$ cat src/rtl/egts_pkg.sv
package egts_pkg;
  localparam int NSRC    = 3;
  localparam int IRQ_LSB = 13;
  localparam int ADDR_W  = 3;
  typedef enum logic [ADDR_W-1:0] {
    ADR_STATUS = 3'd0,
    ADR_ENABLE = 3'd1,
    ADR_STAMP0 = 3'd2
  } egts_addr_e;
endpackage

$ cat src/rtl/egts_stamp_reg.sv
module egts_stamp_reg #(
  parameter int STAMP_W = 32
) (
  input  logic               clk,
  input  logic               rst,
  input  logic               load_i,
  input  logic [STAMP_W-1:0] stamp_i,
  output logic [STAMP_W-1:0] stamp_o
);
  always_ff @(posedge clk) begin
    if (rst)         stamp_o <= '0;
    else if (load_i) stamp_o <= stamp_i;
  end

  // a stamp holds its value unless a capture arrives
  a_r3_hold_stamp: assert property (@(posedge clk) disable iff (rst)
    !load_i |=> $stable(stamp_o));
endmodule

$ cat src/rtl/egts_irq_status.sv
module egts_irq_status #(
  parameter int NSRC = 3
) (
  input  logic            clk,
  input  logic            rst,
  input  logic [NSRC-1:0] cap_i,
  input  logic            clr_we_i,
  input  logic [NSRC-1:0] clr_bits_i,
  input  logic            en_we_i,
  input  logic [NSRC-1:0] en_bits_i,
  output logic [NSRC-1:0] pend_o,
  output logic [NSRC-1:0] en_o,
  output logic            irq_o
);
  logic [NSRC-1:0] clr_eff;
  assign clr_eff = clr_we_i ? clr_bits_i : '0;

  always_ff @(posedge clk) begin
    if (rst) begin
      pend_o <= '0;
      en_o   <= '0;
      irq_o  <= 1'b0;
    end else begin
      pend_o <= cap_i | (pend_o & ~clr_eff);
      if (en_we_i) en_o <= en_bits_i;
      irq_o  <= |(pend_o & en_o);
    end
  end

  for (genvar i = 0; i < NSRC; i++) begin : g_chk
    // a pending bit only rises after a capture
    a_r2_rise_needs_cap: assert property (@(posedge clk) disable iff (rst)
      (!cap_i[i] && !pend_o[i]) |=> !pend_o[i]);
    // a clear without a concurrent capture empties the bit
    a_r4_w1c_clears: assert property (@(posedge clk) disable iff (rst)
      (clr_we_i && clr_bits_i[i] && !cap_i[i]) |=> !pend_o[i]);
    // capture wins over clear
    a_r4_cap_wins: assert property (@(posedge clk) disable iff (rst)
      cap_i[i] |=> pend_o[i]);
  end

  // interrupt follows the enabled pending set one cycle later
  a_r6_irq_set: assert property (@(posedge clk) disable iff (rst)
    (|(pend_o & en_o)) |=> irq_o);
  a_r6_irq_clr: assert property (@(posedge clk) disable iff (rst)
    !(|(pend_o & en_o)) |=> !irq_o);
endmodule

$ cat src/rtl/egts_rebuild.sv
module egts_rebuild #(
  parameter int SEC_W   = 32,
  parameter int SECLO_W = 2,
  parameter int NS_W    = 30
) (
  input  logic                     clk,
  input  logic                     rst,
  input  logic                     valid_i,
  input  logic [SECLO_W+NS_W-1:0]  part_i,
  input  logic [SEC_W-1:0]         ref_sec_i,
  input  logic [NS_W-1:0]          ref_ns_i,
  output logic                     valid_o,
  output logic [SEC_W-1:0]         sec_o,
  output logic [NS_W-1:0]          ns_o
);
  localparam int WRAP   = 1 << SECLO_W;
  localparam int HALF   = WRAP / 2;
  localparam int DIFF_W = SECLO_W + 2;
  localparam logic signed [DIFF_W-1:0] WIN_HI = DIFF_W'(HALF);
  localparam logic signed [DIFF_W-1:0] WIN_LO = -DIFF_W'(HALF);

  logic [SECLO_W-1:0]       part_lo;
  logic [NS_W-1:0]          part_ns;
  logic                     borrow;
  logic signed [DIFF_W-1:0] fdiff;
  logic [SEC_W-1:0]         cand, fixed;

  assign part_lo = part_i[SECLO_W+NS_W-1:NS_W];
  assign part_ns = part_i[NS_W-1:0];
  assign borrow  = part_ns < ref_ns_i;
  assign cand    = {ref_sec_i[SEC_W-1:SECLO_W], part_lo};

  always_comb begin
    fdiff = $signed({2'b00, part_lo}) - $signed({2'b00, ref_sec_i[SECLO_W-1:0]})
          - $signed({{(DIFF_W-1){1'b0}}, borrow});
    if (fdiff > WIN_HI)      fixed = cand - SEC_W'(WRAP);
    else if (fdiff < WIN_LO) fixed = cand + SEC_W'(WRAP);
    else                     fixed = cand;
  end

  always_ff @(posedge clk) begin
    if (rst) begin
      valid_o <= 1'b0;
      sec_o   <= '0;
      ns_o    <= '0;
    end else begin
      valid_o <= valid_i;
      if (valid_i) begin
        sec_o <= fixed;
        ns_o  <= part_ns;
      end
    end
  end

  // low seconds bits come straight from the partial stamp
  a_r8_low_bits: assert property (@(posedge clk) disable iff (rst)
    valid_i |=> (sec_o[SECLO_W-1:0] == $past(part_lo)) && valid_o);
  // the result never moves further than one wrap from the reference
  a_r9_window: assert property (@(posedge clk) disable iff (rst)
    valid_i |=> ((sec_o - $past(ref_sec_i)) <= SEC_W'(WRAP)
              || ($past(ref_sec_i) - sec_o) <= SEC_W'(WRAP)));
endmodule

$ cat src/rtl/egts_capture_irq.sv
module egts_capture_irq
  import egts_pkg::*;
#(
  parameter int STAMP_W = 32,
  parameter int SECLO_W = 2,
  parameter int SEC_W   = 32,
  parameter int REG_W   = 16
) (
  input  logic                    clk,
  input  logic                    rst,
  input  logic [NSRC-1:0]         cap_valid_i,
  input  logic [STAMP_W-1:0]      cap_stamp_i,
  input  logic                    wr_en_i,
  input  logic [ADDR_W-1:0]       wr_addr_i,
  input  logic [REG_W-1:0]        wr_data_i,
  input  logic                    rd_en_i,
  input  logic [ADDR_W-1:0]       rd_addr_i,
  output logic [STAMP_W-1:0]      rd_data_o,
  output logic                    irq_o,
  input  logic                    rc_valid_i,
  input  logic [STAMP_W-1:0]      rc_part_i,
  input  logic [SEC_W-1:0]        rc_ref_sec_i,
  input  logic [STAMP_W-SECLO_W-1:0] rc_ref_ns_i,
  output logic                    rc_valid_o,
  output logic [SEC_W-1:0]        rc_sec_o,
  output logic [STAMP_W-SECLO_W-1:0] rc_ns_o
);
  localparam int NS_W = STAMP_W - SECLO_W;

  logic [STAMP_W-1:0] stamp_q [NSRC];
  logic [NSRC-1:0]    pend, en;
  logic [REG_W-1:0]   pend_word, en_word;
  logic               clr_we, en_we;

  assign clr_we = wr_en_i && (wr_addr_i == ADR_STATUS);
  assign en_we  = wr_en_i && (wr_addr_i == ADR_ENABLE);

  for (genvar i = 0; i < NSRC; i++) begin : g_src
    egts_stamp_reg #(.STAMP_W(STAMP_W)) u_stamp (
      .clk     (clk),
      .rst     (rst),
      .load_i  (cap_valid_i[i]),
      .stamp_i (cap_stamp_i),
      .stamp_o (stamp_q[i])
    );
  end

  egts_irq_status #(.NSRC(NSRC)) u_stat (
    .clk        (clk),
    .rst        (rst),
    .cap_i      (cap_valid_i),
    .clr_we_i   (clr_we),
    .clr_bits_i (wr_data_i[IRQ_LSB +: NSRC]),
    .en_we_i    (en_we),
    .en_bits_i  (wr_data_i[IRQ_LSB +: NSRC]),
    .pend_o     (pend),
    .en_o       (en),
    .irq_o      (irq_o)
  );

  always_comb begin
    pend_word = '0;
    en_word   = '0;
    pend_word[IRQ_LSB +: NSRC] = pend;
    en_word[IRQ_LSB +: NSRC]   = en;
  end

  logic [STAMP_W-1:0] rd_mux;
  always_comb begin
    rd_mux = '0;
    if (rd_addr_i == ADR_STATUS) rd_mux = STAMP_W'(pend_word);
    if (rd_addr_i == ADR_ENABLE) rd_mux = STAMP_W'(en_word);
    for (int i = 0; i < NSRC; i++)
      if (rd_addr_i == ADDR_W'(int'(ADR_STAMP0) + i)) rd_mux = stamp_q[i];
  end

  always_ff @(posedge clk) begin
    if (rst)          rd_data_o <= '0;
    else if (rd_en_i) rd_data_o <= rd_mux;
  end

  egts_rebuild #(.SEC_W(SEC_W), .SECLO_W(SECLO_W), .NS_W(NS_W)) u_rebuild (
    .clk       (clk),
    .rst       (rst),
    .valid_i   (rc_valid_i),
    .part_i    (rc_part_i),
    .ref_sec_i (rc_ref_sec_i),
    .ref_ns_i  (rc_ref_ns_i),
    .valid_o   (rc_valid_o),
    .sec_o     (rc_sec_o),
    .ns_o      (rc_ns_o)
  );

  // read data changes only on a read request
  a_r7_rd_hold: assert property (@(posedge clk) disable iff (rst)
    !rd_en_i |=> $stable(rd_data_o));
endmodule

$ cat config.mk
export PLATFORM = sky130hd
export DESIGN_NAME = egts_capture_irq
export DESIGN_NICKNAME = d
export VERILOG_FILES = /design/src/rtl/egts_pkg.sv /design/src/rtl/egts_stamp_reg.sv /design/src/rtl/egts_irq_status.sv /design/src/rtl/egts_rebuild.sv /design/src/rtl/egts_capture_irq.sv
export SDC_FILE = /design/constraint.sdc
export NUM_CORES = 1
export LEC_CHECK = 0
export BUFFER_PORTS_ARGS = -buffer_cell sky130_fd_sc_hd__buf_2
export CORE_MARGIN = 3
export CORE_UTILIZATION = 40
export DETAILED_ROUTE_END_ITERATION = 16
export HOLD_SLACK_MARGIN = 0.15
export PLACE_DENSITY_LB_ADDON = 0.1
export SLEW_MARGIN = 20
export SYNTH_ARGS = -nofsm -noshare
export SYNTH_HDL_FRONTEND = slang
export SYNTH_SLANG_ARGS = --single-unit
export TNS_END_PERCENT = 50
$ cat constraint.sdc
create_clock -name clk -period 4.7 [get_ports clk]
set_input_delay 0.47 -clock clk [delete_from_list [all_inputs] [get_ports clk]]
set_output_delay 0.47 -clock clk [all_outputs]
set_load 0.005 [all_outputs]
# --- After elaboration in Yosys (flattened, before gate mapping) ---
# Index checks and enable logic that the tools add are counted.
classes:
  n_addsub: 4
  multipliers: 0
  div_mod_pow: 0
  n_lt_le_gt_ge: 3
  eq_ne: 5
  shift: 0
  muxes: 8
  n_bitwise: 4
  reduce_logical: 5
ops:
  columns: ["op", "count"]
  rows:
  - ["32-bit 2-to-1 mux", 6]
  - ["32-bit by 3-bit adder with 32-bit output (second input constant)", 1]
  - ["32-bit by 3-bit subtractor with 32-bit output (second input constant)", 1]
  - ["30-bit < comparator", 1]
  - ["16-bit 2-to-1 mux", 1]
  - ["3-bit bitwise AND", 2]
  - ["3-bit by 1-bit == test with 1-bit output (second input constant)", 2]
  - ["3-bit by 2-bit == test with 1-bit output (second input constant)", 2]
  - ["3-bit zero test", 2]
  - ["4-bit by 3-bit > comparator with 1-bit output (second input constant)", 1]
  - ["4-bit by 2-bit < comparator with 1-bit output (second input constant)", 1]
  - ["4-bit by 2-bit subtractor with 4-bit output", 1]
  - ["3-bit == test (second input constant)", 1]
  - ["3-bit 2-to-1 mux", 1]
  - ["3-bit inverter", 1]
  - ["3-bit OR", 1]
  - ["3-bit OR reduction", 1]
  - ["2-bit by 2-bit subtractor with 3-bit output", 1]
  - ["1-bit logical AND", 2]
totals:
  regBits: 198
  latch_bits: 0
  mem_bits_rw: 0
  mem_bits_ro: 0
  elab_cells: 39
  mem_count: 0

# --- Logic depth before layout (Yosys ltp) ---
# Gate-level depths: netlist of the first run.
depth:
  depth_word: 6
  depth_mapped: 19
  mapped_depth_nobuf: 16

# --- Modules after synthesis ---
# From an unflattened synthesis of the first run, not the netlist that was laid out.
unflattened:
  hier_cells: 1102
  hier_area_um2: 9889.5
by_module_without_submodules:
  columns: ["module", "instances", "cells_each", "area_per_inst_um2", "seq_area_each_um2"]
  rows:
  - ["egts_rebuild", 1, 542, 4272.8, 1261.2]
  - ["egts_stamp_reg", 3, 103, 1163.6, 640.6]
  - ["egts_capture_irq", 1, 230, 1878.1, 640.6]
  - ["egts_irq_status", 1, 21, 247.7, 140.1]

# --- Worst setup path before layout of the first run ---
# Ideal clock, no wire load.
synth_timing:
  path_type: "input port to flip-flop"
  start: "input port rc_ref_ns_i[16]"
  end: "register u_rebuild.sec_o[7]"
  setup_time_ns: 0.134
  arrival_time_ns: 3.588
  setup_slack_ns: 0.979
  cell_stages: 19
  path_cell_list: "inv_1 -> ha_1 -> a21o_1 -> a211oi_1 -> a21oi_1 -> o2111ai_1 -> nand3_1 -> nor4_1 -> ha_1 -> ha_1 -> o21bai_1 -> and3_1 -> buf_2 -> buf_2 -> buf_2 -> nand2_1 -> o31ai_1 -> xnor2_1 -> o22ai_1"
synth_between:
  elab_chain_cells: 5
synth_rtl:
  columns: ["element", "line_no", "rtl"]
  rows:
  - ["start: declaration", "egts_capture_irq.sv:23", "input logic [STAMP_W-SECLO_W-1:0] rc_ref_ns_i,"]
  - ["30-bit < comparator *", "egts_rebuild.sv:30", "assign borrow = part_ns < ref_ns_i;"]
  - ["4-bit by 2-bit subtractor with 4-bit output *", "egts_rebuild.sv:35", "- $signed({{(DIFF_W-1){1'b0}}, borrow});"]
  - ["4-bit by 2-bit < comparator with 1-bit output", "egts_rebuild.sv:37", "else if (fdiff < WIN_LO) fixed = cand + SEC_W'(WRAP);"]
  - ["32-bit 2-to-1 mux", "egts_rebuild.sv:37", null]
  - ["32-bit 2-to-1 mux *", "egts_rebuild.sv:36", "if (fdiff > WIN_HI) fixed = cand - SEC_W'(WRAP);"]
  - ["end signal: assignment", "egts_rebuild.sv:49", "sec_o <= fixed;"]
  - ["end: declaration", "egts_rebuild.sv:13", "output logic [SEC_W-1:0] sec_o,"]
# Mark *: on every way between the ends. The rest lies on a longest branch, timed or not.
# A chain may end at the register's enable or synchronous reset.

# --- Worst setup path in the final report of the first run ---
layout_timing:
  start: "input port rc_part_i[16]"
  end: "register u_rebuild.sec_o[28]"
layout_between:
  elab_chain_cells: 5
layout_rtl:
  columns: ["element", "line_no", "rtl"]
  rows:
  - ["start: declaration", "egts_capture_irq.sv:21", "input logic [STAMP_W-1:0] rc_part_i,"]
  - ["30-bit < comparator *", "egts_rebuild.sv:30", null]
  - ["4-bit by 2-bit subtractor with 4-bit output *", "egts_rebuild.sv:35", null]
  - ["4-bit by 2-bit < comparator with 1-bit output", "egts_rebuild.sv:37", null]
  - ["32-bit 2-to-1 mux", "egts_rebuild.sv:37", null]
  - ["32-bit 2-to-1 mux *", "egts_rebuild.sv:36", null]
# Marks and branches as above.

==> results of run 1 <==
## sequential cells by signal, summed over array words and instances (netlist names)
signal,flops
u_stat.irq_o,1
u_rebuild.sec_o,32
u_stat.en_o,3
g_src.u_stamp.stamp_o,96
rd_data_o,32
u_stat.pend_o,3
u_rebuild.ns_o,30
u_rebuild.valid_o,1
## synth_stat cells (18+ instances only)
master    number
clkbuf_1      59
nor2_1       228
nand3_1       26
mux2i_1      166
nand4_1       18
inv_1         40
ha_1          34
a21oi_1       49
nand2_1       44
dfxtp_1      198
a211oi_1      36
nand2b_1      22
## per-stage QoR
| stage | util [%] | hold WS (ns) | std cells | power, W |
|---|---|---|---|---|
| 6_report | 49.59 | 0.2900 | 1638 | 0.003915 |
| 5_1_grt | 49.59 | 0.2891 | 1638 | 0.004119 |
| 4_1_cts | 49.58 | 0.2682 | 1637 | 0.003973 |
| 3_5_place_dp | 47.00 | 0.4643 | 1605 | 0.002471 |
| 3_3_place_gp | 47.00 | 0.4585 | 1605 | 0.002464 |
| 2_1_floorplan | - | 0.4548 | 1110 | 0.002232 |
## worst min-delay path: cells and delay by family
family	cells	cell delay (ns)
mux	1	0.06
simple gates	1	0.07
buf+inv	1	0.09
## report_power, final
group / switching, W / leakage (nW) / internal [W]
Clock: 0.000758 / 0.293 / 0.000727
Combinational: 0.000339 / 3.51 / 0.000263
Sequential: 0.0000487 / 1.64 / 0.00178
Total: 0.00115 / 5.44 / 0.00277
## final timing paths
kind,startpoint,end,slack (ns),depth (start not counted)
setup / recovery,rc_part_i[16],u_rebuild.sec_o[28],0.64,17
hold / removal,rc_part_i[17],u_rebuild.ns_o[17],0.29,3
setup reg to reg,u_stat.en_o[1],rd_data_o[14],3.59,6
hold reg to reg,u_rebuild.sec_o[12],u_rebuild.sec_o[12],0.48,2
## final cells by class
cell class	instances	area, um2
fillers	2395	11940
multi-input cells	793	5291
flip-flops and latches	198	3964
repair buffers	255	1328
clock buffers	18	429.2
well taps	319	399.1
clock inverters	14	180.2
inverters	40	150.1
diodes	1	2.502
## logic make-up (layout without fill, tap and decap cells)
family | after synthesis | count (layout)
simple gates | 421 | 421
flops | 198 | 198
mux | 167 | 167
compound gates | 158 | 158
buf+inv | 119 | 327
fa+ha+maj | 35 | 35
xor+xnor | 12 | 12
other cells | 0 | 1
## metal layers
metal  vias to the layer above  part of all wire (%)
met3                        28                   5.9
met5                         -                  0.13
met2                       191                    45
met1                      3844                    48
li1                       4292                     -
met4                         6                   1.3
==> impl_metrics.json, run 1 <==
{
  "outcome": "finished clean",
  "routed_wl_um": 26090,
  "critPathTopFamily": "simple AND/OR/NAND/NOR gates",
  "finalHoldViolCount": 0,
  "synthCells": 1110,
  "tightest_slew_ns": 0.9525,
  "h-tree-depth": 4,
  "period_needed_ns": 4.063,
  "final.setup.tns_ns": 0,
  "synth_compound_area_share_pct": 10.75,
  "seq_area_frac_synth_pct": 40.85,
  "num_vias": 8361,
  "clock_sinks": 198,
  "clk_pin_slew_ns": 0.08,
  "num_rows": 56,
  "grt_pass1_vias": 7947,
  "drv_slew": 0,
  "viasPerCell": 5.104,
  "syn_avg_cell_area_um2": 8.743,
  "crit_required_ns": 4.99,
  "dr.pass1.iters": 5,
  "cts_made_buffers": 17,
  "grt_usage_pct": 19.71,
  "slew-limit-headroom_pct": 35.60,
  "post-synth-top-area-cell": "dfxtp_1",
  "cellPowerDensity_nw_per_um2": 333.3,
  "cts_tree": "built",
  "grt_pass1_wl_um": 42090,
  "coreArea_um2": 23680,
  "critical_path.cell_chain": "buf_2 > ha_1 > a21o_1 > a211oi_1 > a21oi_1 > o2111ai_1 > nand3_1 > nor4_1 > ha_1 > ha_1 > o21bai_1 > and3_1 > buf_4 > or3b_2 > a221oi_2 > mux2i_1 > nor3_2",
  "synth_edf_count": 0,
  "yosys.area_share.xor_xnor_pct": 1.083,
  "fp.dieH_um": 161.8,
  "syn_nets": 1301,
  "synth.top_cells.by_area": "dfxtp_1 41%, mux2i_1 17%, nor2_1 8.8%",
  "cts_buffer_depth": 2,
  "cp_num_buf_inv": 2,
  "post_drt_wl_per_cell_um": 15.92,
  "final_common_cell": "buf_2",
  "grt_max_degree": 102,
  "yosys_warnings": 0,
  "initial_core_util_pct": 40.98,
  "syn2layout_area_growth_pct": 21.02,
  "hp-class": "in2reg",
  "cp.arrival_ns": 4.35,
  "crit_path_max_incr_delay_ns": 0.47,
  "pin_count": 252,
  "die_w_um": 161.8,
  "met3_usage_pct": 5.254,
  "synth_ff_type": "dfxtp_1",
  "synth_mux_area_share_pct": 17.35,
  "min_period_over_period_pct": 86.45,
  "placed_area_um2": 11130,
  "cts_setup_buffers": 0,
  "ys_ff_latch": 198,
  "p_leak_nw": 5.436,
  "peakVddDrop_v": 0.0001808,
  "startpoint_type": "input pin",
  "grt_util_met1_pct": 27.17,
  "syn_area_um2": 9704,
  "antenna_found_initial": 4,
  "gp_congestion": 0.8475,
  "dieArea_um2": 26170,
  "max_freq_mhz": 246.1,
  "crit_top_cell": "ha_1",
  "clock-root-buffer": "clkbuf_16",
  "most-common-layout-cells": "236 x buf_2, 228 x nor2_1, 198 x dfxtp_1",
  "drv_cap": 0,
  "synthArstFlopShare_pct": 0,
  "synth-adder-area-share_pct": 4.590,
  "detail-route-antenna-nets": 0,
  "drive_gt1_share_pct": 22.91,
  "crit_fanout": 10,
  "top_usage_layer": "met2",
  "use_met2_pct": 30.70,
  "drc_errors": 0,
  "dp_slack_ns": 0.2216,
  "num-nets-final": 1496,
  "dpl.hpwl_um": 17960,
  "setup_violations": 0,
  "synth_top_family_by_area": "simple AND/OR/NAND/NOR gates",
  "crit_type": "in2reg",
  "ctsResizeCount": 0,
  "grt-ovfl-total": 0,
  "cts_hold_buf": 0,
  "synth_cell_types": 60,
  "synth-simple-area-share_pct": 20.72,
  "final_area_um2": 11740,
  "clock_skew_ns": 0.008362,
  "synthDominantCellAreaShare_pct": 40.85,
  "place.port_buffers": 238,
  "clk_latency_ns": 0.44,
  "rsz0062_at_grt": "no",
  "fin_ws_ns": 0.6369,
  "endpoint_kind": "register",
  "crit_slowest_cell": "or3b_2",
  "drt_iter0_drc": 475
}
Power figures use the tool's default switching activity.
==> run 2, diff against run 1 <==
CORE_ASPECT_RATIO = 1.25   (was unset)
==> run 2 against run 1 <==
Non-clock buffer count down 4. Total power up 0.46%. Critical endpoint is now u_rebuild.sec_o[24]. Sequential power about the same. Clock power about the same. Clock skew down 0.00057 ns. Utilization down 0.30 points. First-iteration DRC count down 15%. Combinational power down 1%. Flip-flop and latch count unchanged. Critical path depth unchanged. Maximum frequency up 4.2%. Register-to-register slack worse by 0.07 ns.
==> impl_metrics.json, run 2 (same netlist as run 1, synthesis figures left out) <==
{
  "outcome": "finished clean",
  "min_period_over_period_pct": 82.97,
  "drt_iter0_drc": 403,
  "cp.arrival_ns": 4.22,
  "period_needed_ns": 3.899,
  "fp.dieH_um": 180.1,
  "num-fill-cells": 2407,
  "rsz0062_at_grt": "no",
  "whs_path_depth": 3,
  "holdWs_ns": 0.2845,
  "clock_skew_ns": 0.007797,
  "largestRegisters": "g_src.u_stamp.stamp_o x96, rd_data_o x32, u_rebuild.sec_o x32",
  "ctsResizeCount": 0,
  "syn2layout_area_growth_pct": 20.90,
  "placed_area_um2": 11120,
  "slew-limit-headroom_pct": 33.41,
  "cts_buffer_depth": 2,
  "final_area_um2": 11730,
  "clk_pin_slew_ns": 0.08,
  "initial_core_util_pct": 40.77,
  "cellPowerDensity_nw_per_um2": 335.2,
  "diodes": 0,
  "dr.pass1.iters": 5,
  "gp_congestion": 0.8628,
  "endpoint_kind": "register",
  "setup_violations": 0,
  "drv_slew": 0,
  "coreArea_um2": 23810,
  "pin_count": 252,
  "hp-class": "in2reg",
  "clock-root-buffer": "clkbuf_16",
  "r2r-start": "u_stat.en_o[0]",
  "num_vias": 8417,
  "clk_latency_ns": 0.43,
  "drv_cap": 0,
  "startpoint_type": "input pin",
  "crit_required_ns": 5.02,
  "max_freq_mhz": 256.5,
  "final.setup.tns_ns": 0,
  "cts_hold_buf": 0,
  "rr_endpoint": "rd_data_o[13]",
  "grt_max_degree": 141,
  "peakVddDrop_v": 0.0002551,
  "final_common_cell": "buf_2",
  "p_total_w": 0.003933,
  "grt-ovfl-total": 0,
  "num-nets-final": 1492,
  "cts_tree": "built",
  "cts_made_buffers": 17,
  "grt_pass1_wl_um": 42120,
  "finalHoldViolCount": 0,
  "antenna_found_initial": 1,
  "die_w_um": 145.3,
  "drc_errors": 0,
  "viasPerCell": 5.135,
  "largest_reg_flops": 96,
  "grt_usage_pct": 19.28,
  "detail-route-antenna-nets": 0,
  "crit_type": "in2reg",
  "reg2reg_depth": 6,
  "tightest_slew_ns": 0.9854,
  "p_leak_nw": 5.429,
  "num_rows": 63,
  "holdPathEnd": "u_rebuild.ns_o[0]",
  "routed_wl_um": 25480,
  "clock_sinks": 198,
  "dpl.hpwl_um": 17540,
  "place.port_buffers": 238,
  "crit_fanout": 9,
  "top_register": "g_src.u_stamp.stamp_o",
  "dieArea_um2": 26180,
  "cts_setup_buffers": 0,
  "post_drt_wl_per_cell_um": 15.55,
  "drive_gt1_share_pct": 22.68,
  "h-tree-depth": 4,
  "reg2reg_slack_ns": 3.52,
  "min-delay-start": "rc_part_i[0]",
  "most-common-layout-cells": "236 x buf_2, 228 x nor2_1, 198 x dfxtp_1",
  "grt_pass1_vias": 8185
}
[run 2: changes by cell type in the layout (fill, tap and decap cells not counted), sizes merged]
cell    previous run  this run
inv               46        49
buf              255       251
diode              1         0
clkinv             8         4
bufinv             0         1
[run 2: worst max-delay path by stage]
stage / from / to / cells after the start
3_5_place_dp: rc_part_i[16] / u_rebuild.sec_o[24] / 17
5_1_grt: rc_ref_ns_i[16] / u_rebuild.sec_o[24] / 18
6_report: rc_part_i[16] / u_rebuild.sec_o[24] / 17
2_1_floorplan: rc_ref_ns_i[16] / u_rebuild.sec_o[7] / 19
4_1_cts: rc_part_i[16] / u_rebuild.sec_o[24] / 17
3_3_place_gp: rc_part_i[16] / u_rebuild.sec_o[28] / 17
[run 2: critical path: stages]
cell and delay [ns]:
buf_2 0.11, ha_1 0.32, a21o_1 0.19, a211oi_1 0.23, a21oi_1 0.10, o2111ai_1 0.20, nand3_1 0.10, nor4_1 0.27
ha_1 0.24, ha_1 0.25, o21bai_1 0.32, and3_1 0.43, buf_4 0.22, nand3_4 0.09, a21oi_1 0.23, nor3_1 0.07
or3_1 0.38
[run 2: through the flow]
step / util, % / worst slack, ns / std cells
CTS: 49.29 / 0.8293 / 1639
floorplan: - / 0.9789 / 1110
global placement: 46.71 / 0.4239 / 1607
global route: 49.29 / 0.3728 / 1639
finish: 49.29 / 0.8006 / 1639
detailed placement: 46.71 / 0.3748 / 1607
[run 2: cell type report]
cell class              instances  area, um2  area share [%]
clock buffers                  18      439.2           3.743
clock inverters                14      173.9           1.482
inverters                      40      150.1           1.280
multi-input cells             793       5289           45.08
flip-flops and latches        198       3964           33.78
well taps                     325      406.6           3.466
repair buffers                251       1310           11.17
[run 2: report_power, final]
| group | switching [W] | internal (W) | leakage [nW] |
|---|---|---|---|
| Clock | 0.000728 | 0.000782 | 0.301 |
| Sequential | 0.0000485 | 0.00178 | 1.64 |
| Combinational | 0.000335 | 0.000260 | 3.49 |
| Total | 0.00111 | 0.00282 | 5.43 |
[run 2: per-layer routing]
metal	global-route usage, %	wire, um	part of all wire, %	up-vias
li1	-	-	-	4291
met1	25.37	11790	46	3900
met2	31.44	11840	46	194
met3	4.956	1362	5.3	30
met4	5.435	479	1.9	2
met5	0	13	0.051	-
==> run 3, diff against run 2 <==
clock period = 4 ns   (was 4.7 ns; I/O delays follow)
==> run 3 against run 2 <==
Clock skew is 0.0039 ns higher. First-iteration DRC count is 13% lower. Clock-buffer cell count stayed put. Final area is 1.5% higher. Largest cell class unchanged. Global-route usage hardly changed. Clock power is 17% higher. Utilization is 0.74 points higher. Total power is 18% higher. Critical path type unchanged. Routed wire length is 0.46% higher. Sequential share of layout area is 0.50 points lower. Worst setup slack worse by 0.41 ns. Via count is 0.23% higher.
==> impl_metrics.json, run 3 (same netlist as run 1, synthesis figures left out) <==
{
  "max_freq_mhz": 277.3,
  "dieArea_um2": 26180,
  "routed_wl_um": 25600,
  "period_needed_ns": 3.606,
  "num_vias": 8436,
  "p_leak_nw": 5.539,
  "detail-route-antenna-nets": 0,
  "drv_cap": 0,
  "top_register": "g_src.u_stamp.stamp_o",
  "r2r-start": "u_stat.pend_o[0]",
  "clock_skew_ns": 0.01170,
  "dr.pass1.iters": 4,
  "peakVddDrop_v": 0.0002788,
  "num_rows": 63,
  "final_common_cell": "buf_2",
  "clk_latency_ns": 0.44,
  "drive_gt1_share_pct": 23.99,
  "clk_pin_slew_ns": 0.08,
  "rr_endpoint": "rd_data_o[13]",
  "syn2layout_area_growth_pct": 22.71,
  "whs_path_depth": 3,
  "dpl.hpwl_um": 18100,
  "reg2reg_slack_ns": 2.82,
  "crit_required_ns": 4.35,
  "rsz0062_at_grt": "no",
  "dp_slack_ns": -0.04358,
  "clock_sinks": 198,
  "startpoint_type": "input pin",
  "clock-root-buffer": "clkbuf_16",
  "initial_core_util_pct": 40.77,
  "final_area_um2": 11910,
  "endpoint_kind": "register",
  "cp.arrival_ns": 3.95,
  "die_w_um": 145.3,
  "holdWs_ns": 0.2187,
  "reg2reg_depth": 6,
  "outcome": "finished clean",
  "min-delay-start": "rc_part_i[16]",
  "cts_made_buffers": 17,
  "antenna_found_initial": 0,
  "post_drt_wl_per_cell_um": 15.39,
  "cts_tree": "built",
  "largest_reg_flops": 96,
  "cts_hold_buf": 0,
  "ctsResizeCount": 0,
  "grt_max_degree": 141,
  "h-tree-depth": 4,
  "cts_buffer_depth": 2,
  "most-common-layout-cells": "236 x buf_2, 228 x nor2_1, 198 x dfxtp_1",
  "cts_setup_buffers": 0,
  "num-nets-final": 1516,
  "diodes": 0,
  "drc_errors": 0,
  "setup_violations": 0,
  "gp_congestion": 0.8766,
  "tightest_slew_ns": 0.9670,
  "drt_iter0_drc": 352,
  "place.port_buffers": 238,
  "largestRegisters": "g_src.u_stamp.stamp_o x96, rd_data_o x32, u_rebuild.sec_o x32",
  "finalHoldViolCount": 0,
  "crit_fanout": 5,
  "hp-class": "in2reg",
  "crit_type": "in2reg",
  "grt-ovfl-total": 0,
  "placed_area_um2": 11300,
  "min_period_over_period_pct": 90.15,
  "grt_pass1_vias": 8310,
  "holdPathEnd": "u_rebuild.ns_o[16]",
  "coreArea_um2": 23810,
  "grt_pass1_wl_um": 42230,
  "fp.dieH_um": 180.1,
  "slew-limit-headroom_pct": 34.65,
  "cellPowerDensity_nw_per_um2": 389.7,
  "grt_usage_pct": 19.31,
  "pin_count": 252,
  "fin_ws_ns": 0.3938,
  "viasPerCell": 5.073,
  "p_total_w": 0.004640,
  "drv_slew": 0
}
## run 3: layout make-up
type	instances	area, um2
clock buffer	18	429.2
fill	2340	11900
sequential	198	3964
clock inverter	14	178.9
timing repair buffer	275	1490
tap	325	406.6
multi-input combinational	793	5289
inverter	40	150.1
## run 3: stage by stage
stage / instances / utilization [%] / setup TNS (ns)
floorplan: 1110 / - / 0
global placement: 1631 / 47.47 / -0.07842
detailed placement: 1631 / 47.47 / -0.08648
CTS: 1663 / 50.02 / 0
global route: 1663 / 50.02 / 0
finish: 1663 / 50.02 / 0
## run 3: worst max path at each step
| stage | to | slack, ns | from |
|---|---|---|---|
| 6_report | u_rebuild.sec_o[18] | 0.39 | rc_part_i[16] |
| 5_1_grt | u_rebuild.sec_o[18] | 0.06 | rc_part_i[16] |
| 4_1_cts | u_rebuild.sec_o[18] | 0.42 | rc_part_i[16] |
| 3_5_place_dp | u_rebuild.sec_o[18] | -0.04 | rc_part_i[16] |
| 3_3_place_gp | u_rebuild.sec_o[8] | -0.02 | rc_part_i[16] |
| 2_1_floorplan | u_rebuild.sec_o[7] | 0.35 | rc_ref_ns_i[16] |
## run 3: layer usage
layer	track usage [%]	part of all wire, %
met4	5.435	1.7
met1	24.60	45
met2	32.60	48
met3	4.780	4.9
met5	0	0
## run 3: worst max-delay path: stages
cell and delay, ns:
buf_2 0.11, ha_1 0.30, a21o_1 0.18, a211oi_1 0.22, a21oi_1 0.11, o2111ai_1 0.20, nand3_1 0.10, nor4_1 0.25
ha_1 0.24, ha_1 0.26, o21bai_1 0.22, nand3_1 0.27, buf_4 0.23, or3_1 0.34, a22oi_1 0.23, xnor2_1 0.09
a211oi_1 0.21
## run 3: power breakdown
group | leakage (nW) | internal, W | switching (W) | total [W]
Combinational | 3.61 | 0.000330 | 0.000398 | 0.000728
Clock | 0.296 | 0.000904 | 0.000862 | 0.00177
Sequential | 1.64 | 0.00209 | 0.0000563 | 0.00215
Total | 5.54 | 0.00332 | 0.00132 | 0.00464
